===== src/rtl/dss_pkg.sv =====
package dss_pkg;

    // Address bus phase driven to the DRAM
    typedef enum logic {
        PH_ROW = 1'b0,
        PH_COL = 1'b1
    } addr_phase_e;

    // Active-high view of the sequencer taps
    typedef struct packed {
        logic ras;
        logic mux;
        logic cas;
        logic ack;
    } tap_t;

    function automatic logic lane_on(input logic tap_cas, input logic strobe_n,
                                     input logic hold);
        return tap_cas & ~strobe_n & ~hold;
    endfunction

endpackage


===== src/rtl/dss_shift.sv =====
module dss_shift #(
    parameter int SR_LEN = 4
) (
    input  logic              clk,
    input  logic              rst,
    input  logic              start,
    output logic [SR_LEN-1:0] stage
);

    // First stage is loaded with the access request; the others are
    // delayed copies that collapse together as soon as the request drops.
    always_ff @(posedge clk) begin
        if (rst) stage[0] <= 1'b0;
        else     stage[0] <= start;
    end

    for (genvar i = 1; i < SR_LEN; i++) begin : g_stage
        always_ff @(posedge clk) begin
            if (rst) stage[i] <= 1'b0;
            else     stage[i] <= start & stage[i-1];
        end
    end

endmodule


===== src/rtl/dss_tap_pick.sv =====
module dss_tap_pick
    import dss_pkg::*;
#(
    parameter int SR_LEN   = 4,
    parameter int TAP_RAS  = 0,
    parameter int TAP_MUX  = 1,
    parameter int TAP_CAS  = 2,
    parameter int TAP_ACK  = 3,
    parameter bit FAST_ACK = 1'b0
) (
    input  logic [SR_LEN-1:0] stage,
    output tap_t              taps
);

    assign taps.ras = stage[TAP_RAS];
    assign taps.mux = stage[TAP_MUX];
    assign taps.cas = stage[TAP_CAS];

    if (FAST_ACK) begin : g_fast_ack
        assign taps.ack = stage[TAP_MUX];
    end else begin : g_late_ack
        assign taps.ack = stage[TAP_ACK];
    end

endmodule


===== src/rtl/dss_addr_mux.sv =====
module dss_addr_mux
    import dss_pkg::*;
#(
    parameter int DA_W = 10,
    localparam int AW  = 2 * DA_W
) (
    input  logic [AW-1:0]   addr,
    input  addr_phase_e     phase,
    output logic [DA_W-1:0] dram_addr
);

    logic [DA_W-1:0] row_part;
    logic [DA_W-1:0] col_part;

    assign row_part = addr[AW-1:DA_W];
    assign col_part = addr[DA_W-1:0];

    always_comb begin
        unique case (phase)
            PH_COL:  dram_addr = col_part;
            default: dram_addr = row_part;
        endcase
    end

endmodule


===== src/rtl/dss_strobe_drv.sv =====
module dss_strobe_drv
    import dss_pkg::*;
(
    input  tap_t        taps,
    input  logic        uds_n,
    input  logic        lds_n,
    input  logic        rfsh_hold,
    input  logic        rfsh_ras_n,
    output addr_phase_e phase,
    output logic        mux_col,
    output logic        ras_n,
    output logic        casu_n,
    output logic        casl_n,
    output logic        ack_n
);

    assign phase   = taps.mux ? PH_COL : PH_ROW;
    assign mux_col = taps.mux;

    // Refresh owns the row strobe while it holds the array
    assign ras_n  = rfsh_hold ? rfsh_ras_n : ~taps.ras;
    assign casu_n = ~lane_on(taps.cas, uds_n, rfsh_hold);
    assign casl_n = ~lane_on(taps.cas, lds_n, rfsh_hold);
    assign ack_n  = ~(taps.ack & ~rfsh_hold);

endmodule


===== src/rtl/dram_strobe_seq.sv =====
module dram_strobe_seq
    import dss_pkg::*;
#(
    parameter int DA_W     = 10,
    parameter int TAP_RAS  = 0,
    parameter int TAP_MUX  = 1,
    parameter int TAP_CAS  = 2,
    parameter int TAP_ACK  = 3,
    parameter bit FAST_ACK = 1'b0,
    localparam int AW      = 2 * DA_W,
    localparam int SR_LEN  = TAP_ACK + 1
) (
    input  logic            clk,
    input  logic            rst,
    input  logic            sel_n,
    input  logic            uds_n,
    input  logic            lds_n,
    input  logic [AW-1:0]   addr,
    input  logic            rfsh_hold,
    input  logic            rfsh_ras_n,
    output logic [DA_W-1:0] dram_addr,
    output logic            ras_n,
    output logic            casu_n,
    output logic            casl_n,
    output logic            mux_col,
    output logic            ack_n
);

    logic              start;
    logic [SR_LEN-1:0] stage;
    tap_t              taps;
    addr_phase_e       phase;

    assign start = ~sel_n & ~rfsh_hold;

    dss_shift #(.SR_LEN(SR_LEN)) u_shift (
        .clk   (clk),
        .rst   (rst),
        .start (start),
        .stage (stage)
    );

    dss_tap_pick #(
        .SR_LEN   (SR_LEN),
        .TAP_RAS  (TAP_RAS),
        .TAP_MUX  (TAP_MUX),
        .TAP_CAS  (TAP_CAS),
        .TAP_ACK  (TAP_ACK),
        .FAST_ACK (FAST_ACK)
    ) u_taps (
        .stage (stage),
        .taps  (taps)
    );

    dss_strobe_drv u_drv (
        .taps       (taps),
        .uds_n      (uds_n),
        .lds_n      (lds_n),
        .rfsh_hold  (rfsh_hold),
        .rfsh_ras_n (rfsh_ras_n),
        .phase      (phase),
        .mux_col    (mux_col),
        .ras_n      (ras_n),
        .casu_n     (casu_n),
        .casl_n     (casl_n),
        .ack_n      (ack_n)
    );

    dss_addr_mux #(.DA_W(DA_W)) u_amux (
        .addr      (addr),
        .phase     (phase),
        .dram_addr (dram_addr)
    );

    // the address switches to column only after the row strobe was low
    p_mux_after_ras_r2: assert property (@(posedge clk) disable iff (rst)
        $rose(mux_col) |-> $past(!ras_n));

    // a column strobe falls only once the column address was already out
    p_cas_after_mux_r2: assert property (@(posedge clk) disable iff (rst)
        ($fell(casu_n) || $fell(casl_n)) |-> $past(mux_col));

    // a lane strobe needs its data strobe and the column phase
    p_lane_gate_r4: assert property (@(posedge clk) disable iff (rst)
        ((!casu_n |-> (!uds_n && mux_col)) and (!casl_n |-> (!lds_n && mux_col))));

    // a negated select releases everything at the next edge
    p_release_r5: assert property (@(posedge clk) disable iff (rst)
        sel_n |=> (!mux_col && ack_n && casu_n && casl_n && ras_n == $past(ras_n) || !mux_col && ack_n && casu_n && casl_n && rfsh_hold || !mux_col && ack_n && casu_n && casl_n && ras_n));

    // refresh hold drops the address back to the row phase
    p_hold_row_r6: assert property (@(posedge clk) disable iff (rst)
        rfsh_hold |=> !mux_col);

    // acknowledge only once the column address is on the bus
    p_ack_late_r7: assert property (@(posedge clk) disable iff (rst)
        !ack_n |-> mux_col);

endmodule


===== config.mk =====
export PLATFORM = sky130hd
export DESIGN_NAME = dram_strobe_seq
export DESIGN_NICKNAME = d
export VERILOG_FILES = /design/src/rtl/dss_pkg.sv /design/src/rtl/dss_shift.sv /design/src/rtl/dss_tap_pick.sv /design/src/rtl/dss_addr_mux.sv /design/src/rtl/dss_strobe_drv.sv /design/src/rtl/dram_strobe_seq.sv
export SDC_FILE = /design/constraint.sdc
export NUM_CORES = 1
export LEC_CHECK = 0
export BUFFER_PORTS_ARGS = -buffer_cell sky130_fd_sc_hd__buf_2
export CAP_MARGIN = 15
export CORE_AREA = 10 10 47 49
export DETAILED_ROUTE_END_ITERATION = 10
export DIE_AREA = 0 0 57 59
export HOLD_SLACK_MARGIN = 0.05
export SETUP_SLACK_MARGIN = 0.1
export SLEW_MARGIN = 30
export SYNTH_ARGS = -nofsm -noshare
export SYNTH_HDL_FRONTEND = slang
export SYNTH_SLANG_ARGS = --single-unit

===== constraint.sdc =====
create_clock -name clk -period 1.8 [get_ports clk]
set_clock_uncertainty 0.15 [all_clocks]
set_input_delay 0.09 -clock clk [delete_from_list [all_inputs] [get_ports clk]]
set_output_delay 0.09 -clock clk [all_outputs]
set_load 0.03 [all_outputs]

* After elaboration in Yosys (flattened, before gate mapping)
Cells that the tools add are included. W data, S select, Z words.
Word-level totals: bits in registers 4, output and inout bits 15, logic and storage cells 24
Cells by class: muxes and demuxes 3, bitwise gates (word level) 17
Operators by type and width (count):
- $mux W10 | 1
- $and A1 B1 Y1 | 9
- $not A1 Y1 | 8
- $mux W1 | 2

* Longest topological paths before layout
Gate-level depths: netlist (run 1).
depth in word-level cells 4, gate-level depth with buffers 2, depth with buffers taken out 2

* By module
A second synthesis (run 1) with hierarchy kept.
Unflattened totals: cells, all modules 31, area, all modules 361.6 µm²
By module, submodules not included:
- dss_addr_mux | instances 1, cells an instance 11, area an instance 161.4 µm², seq. area each 0.0 µm²
- dss_shift | instances 1, cells an instance 8, area an instance 118.9 µm², seq. area each 80.1 µm²
- dss_strobe_drv | instances 1, cells an instance 7, area an instance 47.5 µm², seq. area each 0.0 µm²
- dss_tap_pick | instances 1, cells an instance 4, area an instance 30.0 µm², seq. area each 0.0 µm²
- dram_strobe_seq | instances 1, cells an instance 1, area an instance 3.8 µm², seq. area each 0.0 µm²

* Worst setup path before layout (run 1)
No wires, ideal clock.
kind register to output, from register u_shift.stage[1], to output port dram_addr[0], arrival 1.089 ns, required time 1.560 ns, path slack 0.471 ns, cell stages (with the launch flop) 3, buffers on the path 1, cell sequence dfxtp_1 > buf_6 > mux2_4
On the way: cells in the longest elaborated chain, start to end 2
RTL lines:
- start, declared | RTL line dss_shift.sv:7 | output logic [SR_LEN-1:0] stage
- start signal, assigned by index | RTL line dss_shift.sv:20 | else stage[i] <= start & stage[i-1];
- $mux W1 | RTL line dss_strobe_drv.sv:17 | assign phase = taps.mux ? PH_COL : PH_ROW;
- $mux W10 | RTL line dss_addr_mux.sv:19 | unique case (phase)
- end, declared | RTL line dram_strobe_seq.sv:21 | output logic [DA_W-1:0] dram_addr,
No other way between the ends.

* Worst setup path after layout (run 1)
from input port sel_n, to register u_shift.stage[2]
On the way: cells in the longest elaborated chain, start to end 3
RTL lines:
- start, declared | RTL line dram_strobe_seq.sv:15 | input logic sel_n,
- $not A1 Y1 | RTL line dram_strobe_seq.sv:34 | assign start = ~sel_n & ~rfsh_hold;
- $and A1 B1 Y1 | RTL line dram_strobe_seq.sv:34
- $and A1 B1 Y1 | RTL line dss_shift.sv:20
No other way between the ends. A chain may end at the register's enable or synchronous reset.

==> results of run 1 <==
==> per-layer routing <==
layer  GRT usage  up-vias  routed length [um]
li1            -      184                   -
met2      0.0977       44                 439
met1      0.0878      162                 580
met4      0.0403        0                  14
met5           0        -                   0
met3      0.0730        2                 310
==> cell families after synthesis <==
family / share of synthesized area
flops: 0.260
buf+inv: 0.0366
compound gates: 0.0162
simple gates: 0.211
mux: 0.476
==> power groups by stage <==
stage / clock network, mW / logic, mW / registers (mW)
global route: 0.121 / 0.113 / 0.0909
global placement: 0 / 0.102 / 0.0921
CTS: 0.118 / 0.107 / 0.0907
detailed placement: 0 / 0.102 / 0.0922
floorplan: 0 / 0.0550 / 0.0925
finish: 0.114 / 0.106 / 0.0907
==> cells in the mapped netlist <==
cell	number	share of area
mux2_2	1	0.037
nor4b_2	1	0.049
nor3_2	1	0.033
nand2b_1	1	0.020
mux2_4	9	0.44
dfxtp_1	4	0.26
or3b_1	2	0.057
o21ai_0	1	0.016
buf_6	1	0.037
nand2_1	1	0.012
and2_1	2	0.041
==> final timing paths <==
check,start,endpoint,cells after the start
setup / recovery,sel_n,u_shift.stage[2]$_SDFF_PP0_,4
hold / removal,rfsh_hold,u_shift.stage[3]$_SDFF_PP0_,3
setup reg to reg,u_shift.stage[1]$_SDFF_PP0_,u_shift.stage[2]$_SDFF_PP0_,3
hold reg to reg,u_shift.stage[0]$_SDFF_PP0_,u_shift.stage[1]$_SDFF_PP0_,1
==> metrics by stage <==
step,setup slack [ps],cell area [um^2],utilization,power (mW)
6_report,258,592,0.422,0.310
4_1_cts,255,592,0.422,0.316
3_3_place_gp,543,529,0.378,0.194
3_5_place_dp,515,529,0.378,0.194
2_1_floorplan,471,308,-,0.148
5_1_grt,164,592,0.422,0.325
==> worst max-delay path: stages <==
cell and delay (ps):
dlygate4sd3_1 550, buf_2 140, nor4b_2 230, dlygate4sd3_1 570
==> final cells by class <==
| cell class | instances | area, um^2 | share of cell area |
|---|---|---|---|
| flip-flops and latches | 4 | 80.1 | 0.135 |
| multi-input cells | 19 | 216 | 0.366 |
| well taps | 16 | 20.0 | 0.0338 |
| clock buffers | 3 | 22.5 | 0.0381 |
| repair buffers | 46 | 253 | 0.427 |
==> metrics.md, run 1 <==
| Metric | Value |
|---|---|
| Outcome | completed |
| CTS Hold Bufs | 4 |
| Commonest cells after routing, fill and taps aside | buf_2 (41), mux2_4 (9), dlygate4sd3_1 (4), dfxtp_1 (4), clkbuf_4 (3) |
| Root Buffer | clkbuf_4 |
| Clock power share | 0.367 |
| Die footprint | 3360 um^2 |
| Total track usage | 0.0790 |
| TritonCTS clock tree | yes |
| Clock transition at path regs | 40 ps |
| Share of power burned in registers | 0.292 |
| P_int | 0.217 mW |
| Leak | 0.310 nW |
| Initial antenna violation count | 0 |
| I/O Pins | 42 |
| Count of different cell masters after synthesis | 11 |
| Largest net degree at the start of global routing | 12 |
| Fin cells | 88 |
| Routed Antenna Nets | 0 |
| Die Wd | 57 um |
| Hold slack | 113 ps |
| Routed wire per std cell | 15.3 um |
| Net Sw Frac | 0.302 |
| Period utilisation layout | 0.856 |
| Row count | 14 |
| Vias in the first global route | 444 |
| Hold Crit Class | input port to flop |
| Remaining DRCs | 0 |
| Mapped cell area | 308 um^2 |
| CTS H-Tree Depth | 1 |
| Internal reg-to-reg setup slack | 260 ps |
| Yosys reg bits | 4 |
| RSZ-0062 raised after global routing | false |
| Area growth from synthesis to layout | 92.3% |
| Inst Count DP | 81 |
| Net count of the finished layout | 101 |
| Largest registers | u_shift.stage (4) |
| Filler Cell Count | 157 |
| Clock Path Buffers | 2 |
| Mapped Cells | 24 |
| Crit path time final | 1540 ps |
| Psw | 0.0939 mW |
| Drt initial violations | 4 |
| Core area | 1400 um^2 |
| Ys Warns | 0 |
| Seq/Total Area, Yosys | 0.260 |
| Count of final max-slew check failures | 0 |
| Post-Syn Area per Cell | 12.8 um^2 |
| Clk_lat worst skew | 230 ps |
| Worst vdd ir | 251 uV |
| Post-CTS setup buffers | 0 |
| Most common cell after layout, fill and taps aside | buf_2 |
| 1st-pass router iterations | 2 |
| Largest reg by FF count | u_shift.stage |
| First-pass GRT wire length | 2040 um |
| Largest register FFs | 4 |
| CTS buffer count | 3 |
| Ratio of cells with drive above 1 in the final layout | 0.792 |
| Startpoint types | input port |
| Worst Path Max Fanout | 2 |
| Crit path arrival time | 1570 ps |
| Crit path required time | 1830 ps |
| CP Capture Type | flop |
| Setup tns final | 0 ps |
| Crit Path Class | input port to flop |
| Port-buffer cells | 41 |
| Initial core utilization | 0.220 |
| Worst-Margin Slew | 182 ps |
| N_diodes | 0 |
| Cell area power density | 525 nW/um^2 |
| Final Hold Vio Count | 0 |
| Comb power frac | 0.340 |
| Setup violators final | 0 |
| DRT Wirelength | 1340 um |
| Post-synthesis net count | 51 |
| Fmax | 0.649 GHz |
| Final Wtd Congestion | 0.722 |
| Relative slew slack | 0.878 |
| Max_cap viols | 0 |
| Die Span Y | 59 um |
| CTS resizes | 0 |
| Grt total ovfl | 0 |
| Via count | 392 |
| Via density | 4.45 |
| Num Clock Sinks | 4 |
No activity file was read; power rests on OpenSTA's default activity.
==> inputs of run 2 (changes only) <==
--- a/config.mk
+++ b/config.mk
@@ -7,10 +7,11 @@
 export LEC_CHECK = 0
 export BUFFER_PORTS_ARGS = -buffer_cell sky130_fd_sc_hd__buf_2
 export CAP_MARGIN = 15
-export CORE_AREA = 10 10 47 49
+export CORE_AREA = 4 4 41 43
 export DETAILED_ROUTE_END_ITERATION = 10
-export DIE_AREA = 0 0 57 59
+export DIE_AREA = 0 0 45 47
 export HOLD_SLACK_MARGIN = 0.05
+export PLACE_DENSITY = 0.72
 export SETUP_SLACK_MARGIN = 0.1
 export SLEW_MARGIN = 30
 export SYNTH_ARGS = -nofsm -noshare
==> run 2 against run 1 <==
Critical path depth unchanged. Worst hold slack lost 3.4 ps. Combinational power is essentially flat. Non-clock buffer count grew 1. Register-to-register slack improved by 80 ps. Critical path type unchanged.
==> metrics.md, run 2 (synthesis results as in run 1) <==
| Metric | Value |
|---|---|
| First-pass GRT wire length | 1510 um (-26%) |
| Initial antenna violation count | 0 (unchanged) |
| Clock transition at path regs | 40 ps (about the same) |
| Fmax | 0.652 GHz (+0.46%) |
| Setup tns final | 0 ps (unchanged) |
| DRT Wirelength | 964 um (-28%) |
| Filler Cell Count | 136 (-13%) |
| Die footprint | 2120 um^2 (-37%) |
| RR Endpoint | u_shift.stage[2]$_SDFF_PP0_ |
| Post-route setup slack | 265 ps (+6.99 ps) |
| Layout Utilization | 0.460 (+0.0373) |
| Remaining DRCs | 0 (unchanged) |
| Crit path required time | 1820 ps (about the same) |
| RSZ-0062 raised after global routing | false |
| FF-to-FF path depth | 3 (unchanged) |
| N_diodes | 0 (unchanged) |
| Hold_sp | rfsh_hold |
| Setup violators final | 0 (unchanged) |
| Hold depth | 3 (unchanged) |
| Num Clock Sinks | 4 (unchanged) |
| Commonest cells after routing, fill and taps aside | buf_2 (41), mux2_4 (9), dlygate4sd3_1 (4), dfxtp_1 (4), clkbuf_4 (3) |
| Worst-Margin Slew | 183 ps (+0.811 ps) |
| Die Span Y | 47 um (-20%) |
| Largest net degree at the start of global routing | 8 (-4) |
| Hold slack | 109 ps (-3.42 ps) |
| Root Buffer | clkbuf_4 |
| Net count of the finished layout | 102 (+0.99%) |
| Largest reg by FF count | u_shift.stage |
| Largest register FFs | 4 (unchanged) |
| Routed wire per std cell | 11.0 um (-28%) |
| Worst Path Max Fanout | 2 (unchanged) |
| Vias in the first global route | 408 (-8.1%) |
| Hold Crit Class | input port to flop |
| Worst Hold End | u_shift.stage[3]$_SDFF_PP0_ |
| Storage element area | 80.1 um^2 (unchanged) |
| Clk_lat worst skew | 230 ps (about the same) |
| Count of final max-slew check failures | 0 (unchanged) |
| Total power | 0.302 mW (-2.6%) |
| Worst vdd ir | 300 uV (+19%) |
| Setup WS pre-CTS | 587 ps (+71.9 ps) |
| Row count | 13 (-1) |
| Reg2reg start | u_shift.stage[1]$_SDFF_PP0_ |
| Outcome | completed |
| Via count | 380 (-3.1%) |
| Clock Path Buffers | 2 (unchanged) |
| CTS Hold Bufs | 4 (unchanged) |
| CTS H-Tree Depth | 1 (unchanged) |
| Crit path arrival time | 1560 ps (about the same) |
| Area growth from synthesis to layout | 94.3% |
| Routed Antenna Nets | 0 (unchanged) |
| Grt total ovfl | 0 (unchanged) |
| Final Wtd Congestion | 0.618 (-14%) |
| Post-CTS setup buffers | 0 (unchanged) |
| TritonCTS clock tree | yes |
| I/O Pins | 42 (unchanged) |
| Crit Path Class | input port to flop |
| Die Wd | 45 um (-21%) |
| Relative slew slack | 0.878 (about the same) |
| Multi-input combinational cell area | 216 um^2 (unchanged) |
| Largest registers | u_shift.stage (4) |
| Final Hold Vio Count | 0 (unchanged) |
| Startpoint types | input port |
| Most common cell after layout, fill and taps aside | buf_2 |
| Internal reg-to-reg setup slack | 340 ps (+80 ps) |
| Cell area power density | 505 nW/um^2 (-3.6%) |
| Leak | 0.315 nW (+1.8%) |
| CTS buffer count | 3 (unchanged) |
| Drt initial violations | 4 (unchanged) |
| CTS resizes | 0 (unchanged) |
| CP Capture Type | flop |
| Core area | 1300 um^2 (-7.1%) |
| Period utilisation layout | 0.853 (-0.00388) |
| Max_cap viols | 0 (unchanged) |
| Ratio of cells with drive above 1 in the final layout | 0.795 (+0.00285) |
| Port-buffer cells | 41 (unchanged) |
| Total track usage | 0.0971 (+0.0181) |
| Via density | 4.32 (-3.1%) |
| 1st-pass router iterations | 4 (+2) |
| Initial core utilization | 0.237 (+0.0169) |
| Crit path time final | 1530 ps (-6.99 ps) |
## run 2: changes by cell type in the layout (fill, tap and decap cells not counted)
| cell | previous run | this run |
|---|---|---|
| buf_4 | 1 | 2 |
## run 2: where the power goes
| group | total, mW | leakage (nW) | switching (mW) | internal [mW] |
|---|---|---|---|---|
| clock | 0.108 | 0.0138 | 0.0337 | 0.0744 |
| combinational | 0.103 | 0.269 | 0.0517 | 0.0517 |
| sequential | 0.0908 | 0.0324 | 0.000515 | 0.0903 |
## run 2: worst max-delay path, stage by stage
cell and delay, ps:
dlygate4sd3_1 530, buf_2 130, nor4b_2 230, dlygate4sd3_1 570
## run 2: worst max-delay path by stage
| stage | from | to | slack, ps | cells past startpoint |
|---|---|---|---|---|
| floorplan | u_shift.stage[1]$_SDFF_PP0_ | dram_addr[0] | 470 | 2 |
| global placement | u_shift.stage[1]$_SDFF_PP0_ | dram_addr[6] | 590 | 3 |
| detailed placement | u_shift.stage[1]$_SDFF_PP0_ | dram_addr[6] | 590 | 3 |
| CTS | sel_n | u_shift.stage[2]$_SDFF_PP0_ | 290 | 4 |
| global route | sel_n | u_shift.stage[2]$_SDFF_PP0_ | 240 | 4 |
| finish | sel_n | u_shift.stage[2]$_SDFF_PP0_ | 270 | 4 |
## run 2: routing by layer
metal,part of all wire,track usage,vias up
met5,0,0,-
met4,0,0.0526,0
met3,0.12,0.0153,0
met2,0.57,0.209,24
met1,0.31,0.0816,171
li1,-,-,185
## run 2: area by class of cell
cell class                      count  share of cell area
Multi-Input combinational cell     19               0.362
Clock buffer                        3              0.0377
Timing Repair Buffer               47               0.435
Tap cell                           15              0.0314
Sequential cell                     4               0.134
## run 2: stage by stage
step	std cells	cell area, um^2
4_1_cts	88	598
2_1_floorplan	24	308
6_report	88	598
3_5_place_dp	81	536
3_3_place_gp	81	536
5_1_grt	88	598
==> inputs of run 3 (changes only) <==
==> constraint.sdc (replaced) <==
create_clock -name clk -period 1.8 [get_ports clk]
set_clock_uncertainty 0.15 [all_clocks]
set_input_delay 0.27 -clock clk [delete_from_list [all_inputs] [get_ports clk]]
set_output_delay 0.27 -clock clk [all_outputs]
set_load 0.03 [all_outputs]
==> run 3 against run 2 <==
Largest cell class unchanged. Combinational power decreased by 4%. Fmax down 6.4%. Die area stayed put. Sequential power about the same. Worst hold slack worse by 24 ps. Via count decreased by 9.2%. Cell count fell by 4.5%.
==> metrics.md, run 3 (synthesis results as in run 1) <==
| Metric | Value |
|---|---|
| Inst Count DP | 81 (unchanged) |
| Die Wd | 45 um (unchanged) |
| Net Sw Frac | 0.287 (+0.00289) |
| Layout Utilization | 0.429 (-0.0308) |
| Drt initial violations | 2 (-2) |
| Hold slack | 85.8 ps (-23.6 ps) |
| Clock Path Buffers | 2 (unchanged) |
| CP max stage cell | mux2_2 |
| Post-CTS setup buffers | 0 (unchanged) |
| Root Buffer | clkbuf_4 |
| Hold Crit Class | input port to flop |
| Routed wire per std cell | 10.5 um (-4.5%) |
| CTS H-Tree Depth | 1 (unchanged) |
| Core area | 1300 um^2 (unchanged) |
| P_int | 0.212 mW (-1.8%) |
| Setup violators final | 0 (unchanged) |
| Fmax | 0.610 GHz (-6.4%) |
| Num Clock Sinks | 4 (unchanged) |
| Port-buffer cells | 41 (unchanged) |
| Largest reg by FF count | u_shift.stage |
| Period utilisation layout | 0.911 (+0.0582) |
| Crit path arrival time | 1220 ps (-340 ps) |
| Startpoint types | flop |
| Worst-Margin Slew | 188 ps (+5.25 ps) |
| Placed wire-length estimate | 771 um |
| DRT Wirelength | 879 um (-8.8%) |
| Relative slew slack | 0.874 (-0.00386) |
| Clock transition at path regs | 40 ps (about the same) |
| Worst-path cell chain | buf_4, mux2_2, buf_2 |
| Die Span Y | 47 um (unchanged) |
| Via density | 4.11 (-4.9%) |
| Comb power frac | 0.330 (-0.012) |
| Largest net degree at the start of global routing | 8 (unchanged) |
| Final Hold Vio Count | 0 (unchanged) |
| Max stage delay on crit path | 340 ps (-230 ps) |
| Largest register FFs | 4 (unchanged) |
| Remaining DRCs | 0 (unchanged) |
| 1st-pass router iterations | 2 (-2) |
| First-pass GRT wire length | 1300 um (-14%) |
| Fin cells | 84 (-4.5%) |
| Fin area | 558 um^2 (-6.7%) |
| Max_cap viols | 0 (unchanged) |
| Count of final max-slew check failures | 0 (unchanged) |
| Share of power burned in registers | 0.304 (+0.003) |
| N_diodes | 0 (unchanged) |
| Via count | 345 (-9.2%) |
| Filler Cell Count | 143 (+5.1%) |
| Routed Antenna Nets | 0 (unchanged) |
| Crit path required time | 1380 ps (-440 ps) |
| TritonCTS clock tree | yes |
| Grt total ovfl | 0 (unchanged) |
| Leak | 0.294 nW (-6.8%) |
| Initial antenna violation count | 0 (unchanged) |
| Hold_sp | sel_n |
| Most common cell after layout, fill and taps aside | buf_2 |
| Initial core utilization | 0.237 (unchanged) |
| Total track usage | 0.0885 (-0.00861) |
| Clock power share | 0.366 (+0.009) |
| Final Wtd Congestion | 0.625 (+1.1%) |
| Reg2reg start | u_shift.stage[1]$_SDFF_PP0_ |
| Net count of the finished layout | 98 (-3.9%) |
| Cell area power density | 534 nW/um^2 (+5.7%) |
| Largest registers | u_shift.stage (4) |
| Vias in the first global route | 338 (-17%) |
| CTS Hold Bufs | 0 (-4) |
| CTS resizes | 0 (unchanged) |
| CTS buffer count | 3 (unchanged) |
| Die footprint | 2120 um^2 (unchanged) |
| Worst Setup SP | u_shift.stage[1]$_SDFF_PP0_ |
| Outcome | completed |
| I/O Pins | 42 (unchanged) |
| CP Capture Type | output pin |
| Commonest cells after routing, fill and taps aside | buf_2 (41), mux2_4 (9), dfxtp_1 (4) |
| Ratio of cells with drive above 1 in the final layout | 0.841 (+0.0461) |
| Setup tns final | 0 ps (unchanged) |
| Crit Path Class | flop to output pin |
| Clk_lat worst skew | 230 ps (about the same) |
| Worst Path Max Fanout | 6 (+4) |
| Row count | 13 (unchanged) |
| Worst vdd ir | 324 uV (+8.0%) |
| Dpl cell area | 536 um^2 (unchanged) |
| Internal reg-to-reg setup slack | 890 ps (+550 ps) |
| RSZ-0062 raised after global routing | false |
| Crit path time final | 1640 ps (+105 ps) |
| Area growth from synthesis to layout | 81.3% |
| Psw | 0.0855 mW (-0.40%) |
run 3: path summary, 6_finish.rpt:
path,to,cells past startpoint
hold reg to reg,u_shift.stage[1]$_SDFF_PP0_,1
setup / recovery,dram_addr[6],3
setup reg to reg,u_shift.stage[2]$_SDFF_PP0_,2
hold / removal,u_shift.stage[2]$_SDFF_PP0_,2
run 3: final cells by class:
| class | instances | area, um^2 | area share |
|---|---|---|---|
| repair buffers | 43 | 220 | 0.395 |
| multi-input cells | 19 | 216 | 0.388 |
| flip-flops and latches | 4 | 80.1 | 0.143 |
| clock buffers | 3 | 22.5 | 0.0404 |
| well taps | 15 | 18.8 | 0.0336 |
run 3: layer usage:
metal | track usage | vias up | share of wire
met1 | 0.0818 | 144 | 0.33
li1 | - | 177 | -
met5 | 0 | - | 0
met4 | 0.0526 | 0 | 0
met2 | 0.158 | 24 | 0.51
met3 | 0.0421 | 0 | 0.16
run 3: through the flow:
| stage | setup WS [ps] | power, mW |
|---|---|---|
| after CTS | 145 | 0.307 |
| final | 161 | 0.298 |
| after floorplan | 291 | 0.148 |
| after global placement | 414 | 0.190 |
| after global routing | 109 | 0.315 |
| after detailed placement | 402 | 0.192 |
run 3: critical path, delay by kind of cell, from the launching register on:
kind     cells  cell delay [ps]
buf+inv      2              340
mux          1              340
flops        1              320
run 3: power groups by stage:
| stage | Sequential [mW] | Clock (mW) | Combinational (mW) |
|---|---|---|---|
| after floorplan | 0.0925 | 0 | 0.0550 |
| after global placement | 0.0921 | 0 | 0.0980 |
| after detailed placement | 0.0921 | 0 | 0.0995 |
| after CTS | 0.0907 | 0.116 | 0.0996 |
| after global routing | 0.0907 | 0.119 | 0.105 |
| final | 0.0907 | 0.109 | 0.0984 |
